==> config.mk <==
export PLATFORM = sky130hd
export DESIGN_NAME = spi_burst_master
export DESIGN_NICKNAME = d
export VERILOG_FILES = /design/src/rtl/spi_burst_master.sv
export SDC_FILE = /design/constraint.sdc
export NUM_CORES = 1
export LEC_CHECK = 0
export BUFFER_PORTS_ARGS = -buffer_cell sky130_fd_sc_hd__buf_2
export CAP_MARGIN = 20
export CORE_AREA = 4 4 152 154
export CTS_CLUSTER_SIZE = 40
export DETAILED_ROUTE_END_ITERATION = 10
export DIE_AREA = 0 0 156 158
export GPL_ROUTABILITY_DRIVEN = 1
export GPL_TIMING_DRIVEN = 0
export PLACE_DENSITY = 0.83
export RECOVER_POWER = 50
export SLEW_MARGIN = 20
export SYNTH_ARGS = -nofsm -noshare
export SYNTH_HDL_FRONTEND = slang
export SYNTH_SLANG_ARGS = --single-unit
==> constraint.sdc <==
create_clock -name clk -period 4.9 [get_ports clk]
set_clock_uncertainty 0.15 [all_clocks]
set_input_delay 0.98 -clock clk [delete_from_list [all_inputs] [get_ports clk]]
set_output_delay 0.98 -clock clk [all_outputs]
set_load 0.02 [all_outputs]
==> src/rtl/spi_burst_master.sv <==
module spi_burst_master #(
  parameter int SLOTS = 9,
  parameter int DIV_W = 13
) (
  input  logic        clk,
  input  logic        rst_n,
  input  logic        reg_we,
  input  logic [7:0]  reg_addr,
  input  logic [31:0] reg_wdata,
  output logic [31:0] reg_rdata,
  output logic        spi_sck,
  output logic        spi_do,
  output logic        spi_do_en,
  input  logic        spi_di,
  input  logic        spi_dio_i,
  output logic [3:0]  spi_cs
);
  localparam int CNT_W = $clog2(SLOTS * 16 + 1);
  localparam logic [3:0] NSLOT = 4'(SLOTS);
  localparam logic [31:0] CFG_MASK = 32'h0000_F03F | (((32'(1) << DIV_W) - 32'(1)) << 16);

  typedef enum logic [1:0] {S_IDLE, S_SHIFT, S_TAIL} st_t;

  st_t              st;
  logic [31:0]      cfg;
  logic [7:0]       dbuf [SLOTS];
  logic [7:0]       rbuf [SLOTS];
  logic [1:0]       cid;
  logic             keep, cs_on, sck_q;
  logic [3:0]       ntx, ntot;
  logic [DIV_W-1:0] cnt;
  logic [CNT_W-1:0] h, oidx;

  wire en    = cfg[0];
  wire cs_hi = cfg[1];
  wire lsb   = cfg[2];
  wire shw   = cfg[3];
  wire late  = cfg[5];
  wire rest  = cfg[4] ^ cfg[5];
  wire [3:0] cs_ena = cfg[15:12];
  wire [DIV_W-1:0] div  = cfg[16 +: DIV_W];
  wire [DIV_W-1:0] half = (div == '0) ? DIV_W'(1) : div;

  wire busy     = st != S_IDLE;
  wire tick     = busy && cnt == '0;
  wire wr_cfg   = reg_we && reg_addr == 8'h00;
  wire wr_cmd   = reg_we && reg_addr == 8'h10;
  wire [3:0] slot = reg_addr[6:3];
  wire slot_hit = reg_addr[7] && reg_addr[2:0] == 3'd0 && slot < NSLOT;
  wire [3:0] c_tot = reg_wdata[27:24];
  wire [3:0] c_tx  = reg_wdata[19:16];
  wire cmd_ok = wr_cmd && !busy && en && c_tot != 4'd0 && c_tot <= NSLOT && c_tx <= c_tot;

  wire [CNT_W-1:0] nedges = CNT_W'({ntot, 4'b0000});
  wire last_edge = h == nedges - CNT_W'(1);
  wire samp_edge = h[0] == late;

  always_comb oidx = late ? ((h == '0) ? '0 : (h - CNT_W'(1)) >> 1) : h >> 1;

  wire [3:0] obyte = 4'(oidx >> 3);
  wire [2:0] opos  = lsb ? oidx[2:0] : 3'd7 - oidx[2:0];
  wire [3:0] sbyte = 4'(h >> 4);
  wire [2:0] spos  = lsb ? h[3:1] : 3'd7 - h[3:1];
  wire din = shw ? spi_dio_i : spi_di;
  wire [3:0] cs_act = (en && cs_on) ? (cs_ena & (4'b0001 << cid)) : 4'b0000;

  assign spi_sck   = busy ? sck_q : rest;
  assign spi_do    = busy && obyte < ntx && dbuf[obyte][opos];
  assign spi_do_en = en && (!shw || (busy && obyte < ntx));
  assign spi_cs    = cs_hi ? cs_act : ~cs_act;

  always_comb begin
    reg_rdata = 32'd0;
    if (reg_addr == 8'h00)      reg_rdata = cfg;
    else if (reg_addr == 8'h08) reg_rdata = {31'd0, busy};
    else if (slot_hit)          reg_rdata = {24'd0, dbuf[slot]};
  end

  always_ff @(posedge clk or negedge rst_n) begin
    if (!rst_n) begin
      st <= S_IDLE; cfg <= '0; cid <= '0; keep <= 1'b0; cs_on <= 1'b0;
      sck_q <= 1'b0; ntx <= '0; ntot <= '0; cnt <= '0; h <= '0;
      for (int i = 0; i < SLOTS; i++) begin
        dbuf[i] <= '0;
        rbuf[i] <= '0;
      end
    end else begin
      if (reg_we && slot_hit && !busy) dbuf[slot] <= reg_wdata[7:0];
      case (st)
        S_IDLE: if (cmd_ok) begin
          st <= S_SHIFT; cid <= reg_wdata[1:0]; keep <= reg_wdata[8];
          ntx <= c_tx; ntot <= c_tot; cs_on <= 1'b1;
          cnt <= half - DIV_W'(1); h <= '0; sck_q <= rest;
        end
        S_SHIFT: if (tick) begin
          cnt <= half - DIV_W'(1);
          sck_q <= ~sck_q;
          h <= h + CNT_W'(1);
          if (samp_edge) rbuf[sbyte][spos] <= din;
          if (last_edge) st <= S_TAIL;
        end else cnt <= cnt - DIV_W'(1);
        default: if (tick) begin
          st <= S_IDLE;
          cs_on <= keep;
          for (int i = 0; i < SLOTS; i++)
            if (4'(i) < ntot) dbuf[i] <= rbuf[i];
        end else cnt <= cnt - DIV_W'(1);
      endcase
      if (wr_cfg) begin
        cfg <= reg_wdata & CFG_MASK;
        if (!reg_wdata[0]) begin
          st <= S_IDLE;
          cs_on <= 1'b0;
        end
      end
    end
  end

  p_cmd_busy_r2: assert property (@(posedge clk) disable iff (!rst_n)
    cmd_ok |=> busy);

  p_rest_after_r4: assert property (@(posedge clk) disable iff (!rst_n)
    (st == S_SHIFT && tick && last_edge) |=> (sck_q == $past(rest)));

  p_release_r8: assert property (@(posedge clk) disable iff (!rst_n)
    (st == S_TAIL && tick && !keep && !wr_cfg) |=> (spi_cs == {4{~cs_hi}}));

  p_ignore_busy_r9: assert property (@(posedge clk) disable iff (!rst_n)
    (busy && wr_cmd) |=> ($stable(ntot) && $stable(ntx) && $stable(cid)));
endmodule

# After elaboration in Yosys (flattened, before gate mapping)

Index checks and enable logic that the tools add are counted.

Multiplexer cells: 62
$add $sub $neg: 7
Reduce and logical (&&, ||, !) cells: 36
Bitwise gates (word level): 7
Shift-type cells: 1
Equal/unequal tests: 8
$lt $le $gt $ge: 21

Operators with widths:

| cell                                                | number |
|---|---|
| two-way mux 72 bit                                  | 3 |
| two-way mux 8 bit                                   | 19 |
| bitwise mux 72 bit                                  | 2 |
| binary-select mux 8 bit (select 4 bit)              | 2 |
| demux 8 bit (select 4 bit)                          | 2 |
| two-way mux 13 bit                                  | 4 |
| two-way mux 29 bit                                  | 1 |
| logical NOT 13 bit                                  | 2 |
| case mux 13 bit (2 select lines)                    | 1 |
| subtractor 13 x 1 -> 13 bit (second input constant) | 2 |
| logical AND 1 bit                                   | 19 |
| logical NOT 8 bit                                   | 2 |
| < comparator 3 x 4 -> 1 bit (first input constant)  | 4 |
| case mux 8 bit (2 select lines)                     | 1 |
| subtractor 8 x 1 -> 8 bit (second input constant)   | 2 |
| >= comparator 5 bit (second input constant)         | 3 |
| NOT 4 -> 5 bit                                      | 3 |
| two-way mux 7 bit                                   | 2 |
| two-way mux 2 bit                                   | 6 |
| < comparator 5 x 1 -> 1 bit (second input constant) | 2 |
| two-way mux 1 bit                                   | 10 |
| adder 8 x 1 -> 8 bit (second input constant)        | 1 |
| == test 8 x 4 -> 1 bit (second input constant)      | 1 |
| == test 8 x 5 -> 1 bit (second input constant)      | 1 |
| 35 further kinds                                    | 47 |

Logic and storage cells: 170
Register bits after elaboration: 203

# Depth between registers and ports, before layout

Gate-level depths: netlist of run 1.

Depth in word-level cells: 11
Gate-level depth with buffers: 15
Mapped depth without buffers: 14

# Worst setup path after synthesis of run 1

OpenSTA, ideal clock, no wires.

Path kind: in2out
Start: in reg_addr[3]
End: out reg_rdata[0]
Path slack: 0.770 ns
Arrival time: 3.000 ns
Buffers on the path: 2
Cell stages on the path: 7
Path through: clkbuf_1 -> buf_1 -> mux4_2 -> a22oi_1 -> o22ai_1 -> nand2_1 -> o21ai_0

Word-level cells in the longest chain between the ends: 7
Elaborated cells between the ends (all ways): 11

Ends and longest elaborated chain:

| item                                                 | RTL line | text |
|---|---|---|
| from (decl)                                          | 8        | `input logic [7:0] reg_addr,` |
| NOT 4 -> 5 bit (not written as such)                 | 76       | `else if (slot_hit) reg_rdata = {24'd0, dbuf[slot]};` |
| binary-select mux 8 bit (select 4 bit)               | 76       |  |
| two-way mux 8 bit (not written as such) (2 in a row) | 76       |  |
| two-way mux 8 bit                                    | 76       |  |
| two-way mux 8 bit                                    | 75       | `else if (reg_addr == 8'h08) reg_rdata = {31'd0, busy};` |
| two-way mux 29 bit *                                 | 74       | `if (reg_addr == 8'h00) reg_rdata = cfg;` |
| to (decl)                                            | 10       | `output logic [31:0] reg_rdata,` |

Every way passes the cells marked *; elsewhere a longest branch is shown, timed or not. The select of a mux whose other input is x is not followed.

# Final worst setup path of run 1

Start: reg h[2]
End: out spi_do

Word-level cells in the longest chain between the ends: 10
Elaborated cells between the ends (all ways): 15

Ends and longest elaborated chain:

| item                                                                  | RTL line | text |
|---|---|---|
| from (decl)                                                           | 32       | `logic [CNT_W-1:0] h, oidx;` |
| from (signal assigned)                                                | 98       | `h <= h + CNT_W'(1);` |
| subtractor 8 x 1 -> 8 bit / logical NOT 8 bit (equally long branches) | 58       | `always_comb oidx = late ? ((h == '0) ? '0 : (h - CNT_W'(1)) >> 1) : h >> 1;` |
| two-way mux 7 bit                                                     | 58       |  |
| two-way mux 7 bit *                                                   | 58       |  |
| NOT 4 -> 5 bit (not written as such)                                  | 68       | `assign spi_do = busy && obyte < ntx && dbuf[obyte][opos];` |
| binary-select mux 8 bit (select 4 bit)                                | 68       |  |
| two-way mux 8 bit (not written as such) (2 in a row)                  | 68       |  |
| binary-select mux 1 bit (select 3 bit)                                | 68       |  |
| two-way mux 1 bit (not written as such)                               | 68       |  |
| logical AND 1 bit *                                                   | 68       |  |
| to (decl)                                                             | 12       | `output logic spi_do,` |

Marks and branches as above.

==> run metrics, run 1 <==
Synth cell types=71; ys async rst share=1.00; failing checks=capacitance limit, slew limit, setup timing; Core ar.=0.0217 sq mm; gpl congestion=1.07; Post-Syn Area per Cell=9.48 sq um; CTS tree=done; final worst slack=-54.7 ps; routed length per instance=23.6 um; setup violators final=1; Ys Warns=0; leakage=0.00540 uW; Pre-antenna DRT Iters=6; Starting Density=0.545; Max Clock Freq=202 MHz; final core occ=0.624; initial drt markers=1071; Max-Cap Viols=1; total gr overflow=0; gr usage total=0.315; final setup TNS=-54.7 ps; dpl hpwl=between 20000 and 30000 um; FF/Latch Area=0.00508 sq mm; sequential share of the synthesized area=0.429; cell area after layout=0.0135 sq mm; Crit Path Class=reg2out; fillcell total=between 1500 and 2000; synthesized netlist cell count=1248; measured slew at the worst slew-check pin=3120 ps; Tot Pwr=3900 uW; # rows=54; antenna diode instance count=0; Hold Slack=360 ps; worst hold path class=reg2reg; initial antenna violation count=0; Final period util=1.01; Nets=1410; DRC Markers=0; worst path cell trace=buf_2 -> or4b_4 -> nand3b_1 -> mux2i_4 -> inv_1 -> a311o_1 -> a311oi_1 -> o41ai_2 -> o22ai_2 -> buf_4; crit start category=flip-flop; Die Height=158 um; remaining antenna violation count=0; final number of hold-violating endpoints=0; clk_lat worst skew=between 500 and 600 ps; area delta synth->final=14.5%; Worst path slowest cell=or4b_4; TritonCTS Buffers=23; max-slew violation count=56; critical path's largest stage delay=560 ps; Top-Level Pins=84; Via density=about 6.6; outcome=complete, but fails checks; RSZ-0062 raised after global routing=true; deepest clock path buffer count=3; Slew headroom=-1.08; ys flop type=dfrtp_1; Post-synth EDFFs=0; H-tree levels=1; post-route minimum period=between 4000 and 5000 ps; worst-path maximum fanout=10; Clock transition at path regs=roughly 60 ps; Mapped Area=0.0118 sq mm; die width=156 um; crit path capture type=primary output; CTS root buffer=clkbuf_16; vias=10900; I/O Buffers=62; layout cells sized above 1=0.172; Post-DP Area=0.0126 sq mm; first-pass GRT wire length=60400 um; largest net degree at the start of global routing=86; Power per Cell Area=288 mW/mm^2; Worst Path Required=3770 ps; multi-input logic area=between 0.006 and 0.007 sq mm; routed wire length=just under 40000 um; clk sinks=slightly above 200; CP arrival=3820 ps; Yosys reg bits=just over 200; DIE AREA=0.0246 sq mm; vias in the first global route=10600; Max VDD drop=313 uV
-- per-stage QoR --
step	cells	setup WS [ps]
final	1647	-54.7
after global routing	1647	-103
after CTS	1644	10.5
after detailed placement	1598	-289
after global placement	1596	-661
after floorplan	1254	770
-- registers in the layout, indices dropped and copies added, names as in the netlist --
| name | cells |
|---|---|
| cfg | 23 |
| cid | 2 |
| ntot | 4 |
| rbuf | 72 |
| sck_q | 1 |
| h | 8 |
| st | 2 |
| keep | 1 |
| cnt | 13 |
| dbuf | 72 |
| cs_on | 1 |
| ntx | 4 |
-- area by class of cell --
class,count,share of cell area
inverters,35,0.00970
clock inverters,9,0.00684
clock buffers,33,0.0490
multi-input cells,917,0.471
repair buffers,73,0.0302
plain buffers,97,0.0321
flip-flops and latches,203,0.375
well taps,280,0.0259
-- per-layer routing --
metal	global-route usage	wire length [um]
met5	0	0
met4	0.120	1700
met3	0.0558	3910
met2	0.519	18000
met1	0.418	15200
-- logic make-up after synthesis --
kind of cell | Yosys count | synth area share
mux | 139 | 0.141
flops | 203 | 0.429
simple gates | 352 | 0.149
other cells | 1 | 0.000317
xor+xnor | 31 | 0.0230
fa+ha+maj | 15 | 0.0159
buf+inv | 134 | 0.0461
compound gates | 373 | 0.196
-- power by group --
| part | internal, uW | leakage [uW] | total, uW | switching, uW |
|---|---|---|---|---|
| registers | 1730 | 0.00201 | 1780 | 58.7 |
| logic | 144 | 0.00302 | 386 | 242 |
| clock network | 1000 | 0.000378 | 1720 | 720 |
-- cell usage after synthesis (all sizes together), types with 6 or more instances --
master | instances | area, sq um
a211oi | 11 | 82.6
o21a | 7 | 52.6
mux2i | 85 | 855
a21o | 7 | 52.6
o22ai | 23 | 144
inv | 34 | 128
nor2 | 94 | 355
o21ai | 114 | 571
nor3 | 29 | 166
clkbuf | 74 | 278
xor2 | 10 | 87.6
ha | 15 | 188
dfrtp | 203 | 5080
mux4 | 18 | 405
o31ai | 67 | 503
and3 | 34 | 213
nand2b | 6 | 37.5
a22oi | 10 | 75.1
a21oi | 83 | 419
a2111oi | 6 | 52.6
buf | 25 | 136
nand4 | 6 | 37.5
mux2 | 36 | 405
nand3 | 21 | 105
a22o | 7 | 61.3
nor2b | 10 | 62.6
xnor2 | 21 | 184
a31oi | 11 | 68.8
nand2 | 109 | 429
-- worst paths after layout --
check	from	to	slack, ps	depth (start not counted)
setup / recovery	h[2]$_DFFE_PN0P_	spi_do	-50	10
hold / removal	rbuf[50]$_DFFE_PN0P_	dbuf[50]$_DFF_PN0_	360	2
setup reg to reg	cnt[0]$_DFFE_PN0P_	dbuf[6]$_DFF_PN0_	790	10
hold reg to reg	rbuf[50]$_DFFE_PN0P_	dbuf[50]$_DFF_PN0_	360	2
max in group asynchronous	rst_n	rbuf[20]$_DFFE_PN0P_	670	2
min in group asynchronous	rst_n	cnt[4]$_DFFE_PN0P_	1320	1
-- repair_timing --
action | 4_1_cts | 5_1_grt
pin swaps | 3 | 3
cloned | 0 | 0
resized for setup | 41 | 11
hold buffers | 0 | 0
endpoints found under the setup margin | 2 | 4
buffers inserted | 6 | 3
-- cell usage in the layout (no fill, tap or decap), types with 36 or more instances in the layout --
| cell type | count |
|---|---|
| a21oi_1 | 81 |
| buf_2 | 69 |
| clkbuf_1 | 74 |
| dfrtp_1 | 200 |
| mux2_2 | 36 |
| mux2i_1 | 83 |
| nand2_1 | 98 |
| nor2_1 | 93 |
| o21ai_0 | 110 |
| o31ai_1 | 67 |
-- critical path: cells and delay by family (launching register included) --
family / cells / cell delay (ps)
mux: 1 / 310
buf+inv: 3 / 610
compound gates: 4 / 1180
simple gates: 2 / 800
flops: 1 / 390
Power figures use the tool's default switching activity.
==> inputs of run 2 (changes only) <==
--- a/config.mk
+++ b/config.mk
@@ -12,7 +12,6 @@
 export DETAILED_ROUTE_END_ITERATION = 10
 export DIE_AREA = 0 0 156 158
 export GPL_ROUTABILITY_DRIVEN = 1
-export GPL_TIMING_DRIVEN = 0
 export PLACE_DENSITY = 0.83
 export RECOVER_POWER = 50
 export SLEW_MARGIN = 20
==> constraint.sdc (replaced) <==
create_clock -name clk -period 6.3 [get_ports clk]
set_clock_uncertainty 0.15 [all_clocks]
set_input_delay 1.26 -clock clk [delete_from_list [all_inputs] [get_ports clk]]
set_output_delay 1.26 -clock clk [all_outputs]
set_load 0.02 [all_outputs]
==> run 2 against run 1 <==
Effect of this change: the flow finishes with violations (capacitance limit, slew limit); via count decreased by 7.6%; critical path depth unchanged; setup slack improved by 660 ps; count of clock-buffer cells in the layout decreased by 1; non-clock buffer count decreased by 87; cell count decreased by 5.3%; sequential power decreased by 22%; combinational power decreased by 26%; sequential share of layout area increased by 1.4 points; critical endpoint unchanged; largest power group unchanged; highest routed layer unchanged.
==> run metrics, run 2 (synthesized netlist as in run 1, its figures left out) <==
Max-Cap Viols=1 (unchanged); Pre-antenna DRT Iters=5 (-1); H-tree levels=1 (unchanged); leakage=0.00523 uW (-3.2%); Nets=1323 (-6.2%); vias=10100 (-7.6%); biggest regs=dbuf: 72 flops, rbuf: 72 flops, cfg: 23 flops; gpl congestion=0.984 (-7.8%); Via density=6.47 (-2.5%); worst-path maximum fanout=12 (+2); largest net degree at the start of global routing=116 (+35%); deepest clock path buffer count=3 (unchanged); antenna diode instance count=0 (unchanged); Core ar.=0.0217 sq mm (unchanged); Slew headroom=-1.77 (-0.686); Max VDD drop=191 uV (-39%); CP arrival=4290 ps (+470 ps); routed length per instance=22.6 um (-4.4%); multi-input logic area=0.00625 sq mm (-2.0%); measured slew at the worst slew-check pin=4150 ps (+1030 ps); DRT met1 WL=14900 um (-2.4%); WL met2=15600 um (-13%); area delta synth->final=10.4%; dpl hpwl=24700 um (-14%); Crit Path Class=reg2out; first-pass GRT wire length=54600 um (-9.6%); CTS resizes=0 (-100%); most frequent cells in the layout=dfrtp_1, o21ai_0, nand2_1, nor2_1, mux2i_1; clk_lat worst skew=520 ps (about the same); Max Clock Freq=~180 MHz; post-route minimum period=5700 ps; crit start category=flip-flop; # rows=54 (unchanged); Die Height=158 um (unchanged); max-slew violation count=89 (+59%); Starting Density=0.545 (unchanged); commonest non-fill, non-tap cell in the layout=dfrtp_1; Worst Path Required=4890 ps (+1120 ps); setup violators final=0 (-1); critical path's largest stage delay=630 ps (+70 ps); I/O Buffers=70 (+13%); Max Used Layer=met4; layout cells sized above 1=0.155 (-0.0164); Power per Cell Area=232 mW/mm^2 (-19%); final core occ=0.602 (-0.0222); failing checks=capacitance limit, slew limit; worst hold path class=reg2reg; clk sinks=203 (unchanged); crit path capture type=primary output; final number of hold-violating endpoints=0 (unchanged); DIE AREA=0.0246 sq mm (unchanged); Top-Level Pins=84 (unchanged); CTS tree=done; fillcell total=1779 (-0.61%); die width=156 um (unchanged); total gr overflow=0 (unchanged); CTS root buffer=clkbuf_16; RSZ-0062 raised after global routing=false; initial antenna violation count=0 (unchanged); CTS Hold Bufs=0 (unchanged); Final period util=0.904; worst path cell trace=nor3b_1 -> nor4b_1 -> mux2i_1 -> inv_1 -> nor3_1 -> a2111oi_0 -> a311oi_1 -> o41ai_1 -> o22ai_1 -> buf_2; DRC Markers=0 (unchanged); FF/Latch Area=0.00508 sq mm (about the same); initial drt markers=927 (-13%); met3 wire length=2970 um (-24%); vias in the first global route=9638 (-9.2%); gr usage total=0.284 (-0.0306); Worst path slowest cell=dfrtp_1; final setup TNS=0 ps (+54.7 ps); outcome=complete, but fails checks; TritonCTS Buffers=23 (unchanged); remaining antenna violation count=0 (unchanged); Clock transition at path regs=60 ps (about the same); Post CTS Setup Buffer Count=0 (-6); routed wire length=35200 um (-9.4%)
## run 2: final timing paths
path	slack [ps]	from	depth (start not counted)	endpoint
setup / recovery	600	cfg[5]$_DFFE_PN0P_	10	spi_do
hold / removal	330	rbuf[49]$_DFFE_PN0P_	2	dbuf[49]$_DFF_PN0_
setup reg to reg	2480	cnt[0]$_DFFE_PN0P_	9	dbuf[54]$_DFF_PN0_
hold reg to reg	330	rbuf[49]$_DFFE_PN0P_	2	dbuf[49]$_DFF_PN0_
max in group asynchronous	1370	rst_n	1	rbuf[62]$_DFFE_PN0P_
min in group asynchronous	2250	rst_n	1	cnt[4]$_DFFE_PN0P_
## run 2: worst max-delay path: cells and delay by family, from the launching register on
kind,cells,cell delay (ps)
and+or+nand+nor,3,1450
buffers and inverters,2,410
DFF,1,630
AOI/OAI and AO/OA,4,960
muxes,1,310
## run 2: per-layer routing
metal  GRT usage  vias to the layer above
li1            -                     4610
met1       0.386                     4918
met2       0.438                      458
met3      0.0648                      102
met4       0.129                        0
met5           0                        -
## run 2: power by group
part	switching [uW]	internal [uW]
clock network	555	795
registers	48.6	1340
logic	179	106
total	782	2240
## run 2: final cells by class
| cell class | instances | area share |
|---|---|---|
| flip-flops and latches | 203 | 0.389 |
| clock buffers | 32 | 0.0513 |
| multi-input cells | 917 | 0.478 |
| repair buffers | 83 | 0.0359 |
| well taps | 280 | 0.0268 |
| clock inverters | 10 | 0.00862 |
| inverters | 35 | 0.0101 |
## run 2: through the flow
step	area [sq um]	setup WS [ps]	power, uW	cells	hold slack [ps]
after global routing	13100	230	3140	1560	359
after global placement	12300	1070	1690	1516	304
after floorplan	11900	1610	1590	1254	294
after detailed placement	12300	1150	1700	1517	311
after CTS	13100	583	3040	1559	325
final	13100	604	3030	1560	328
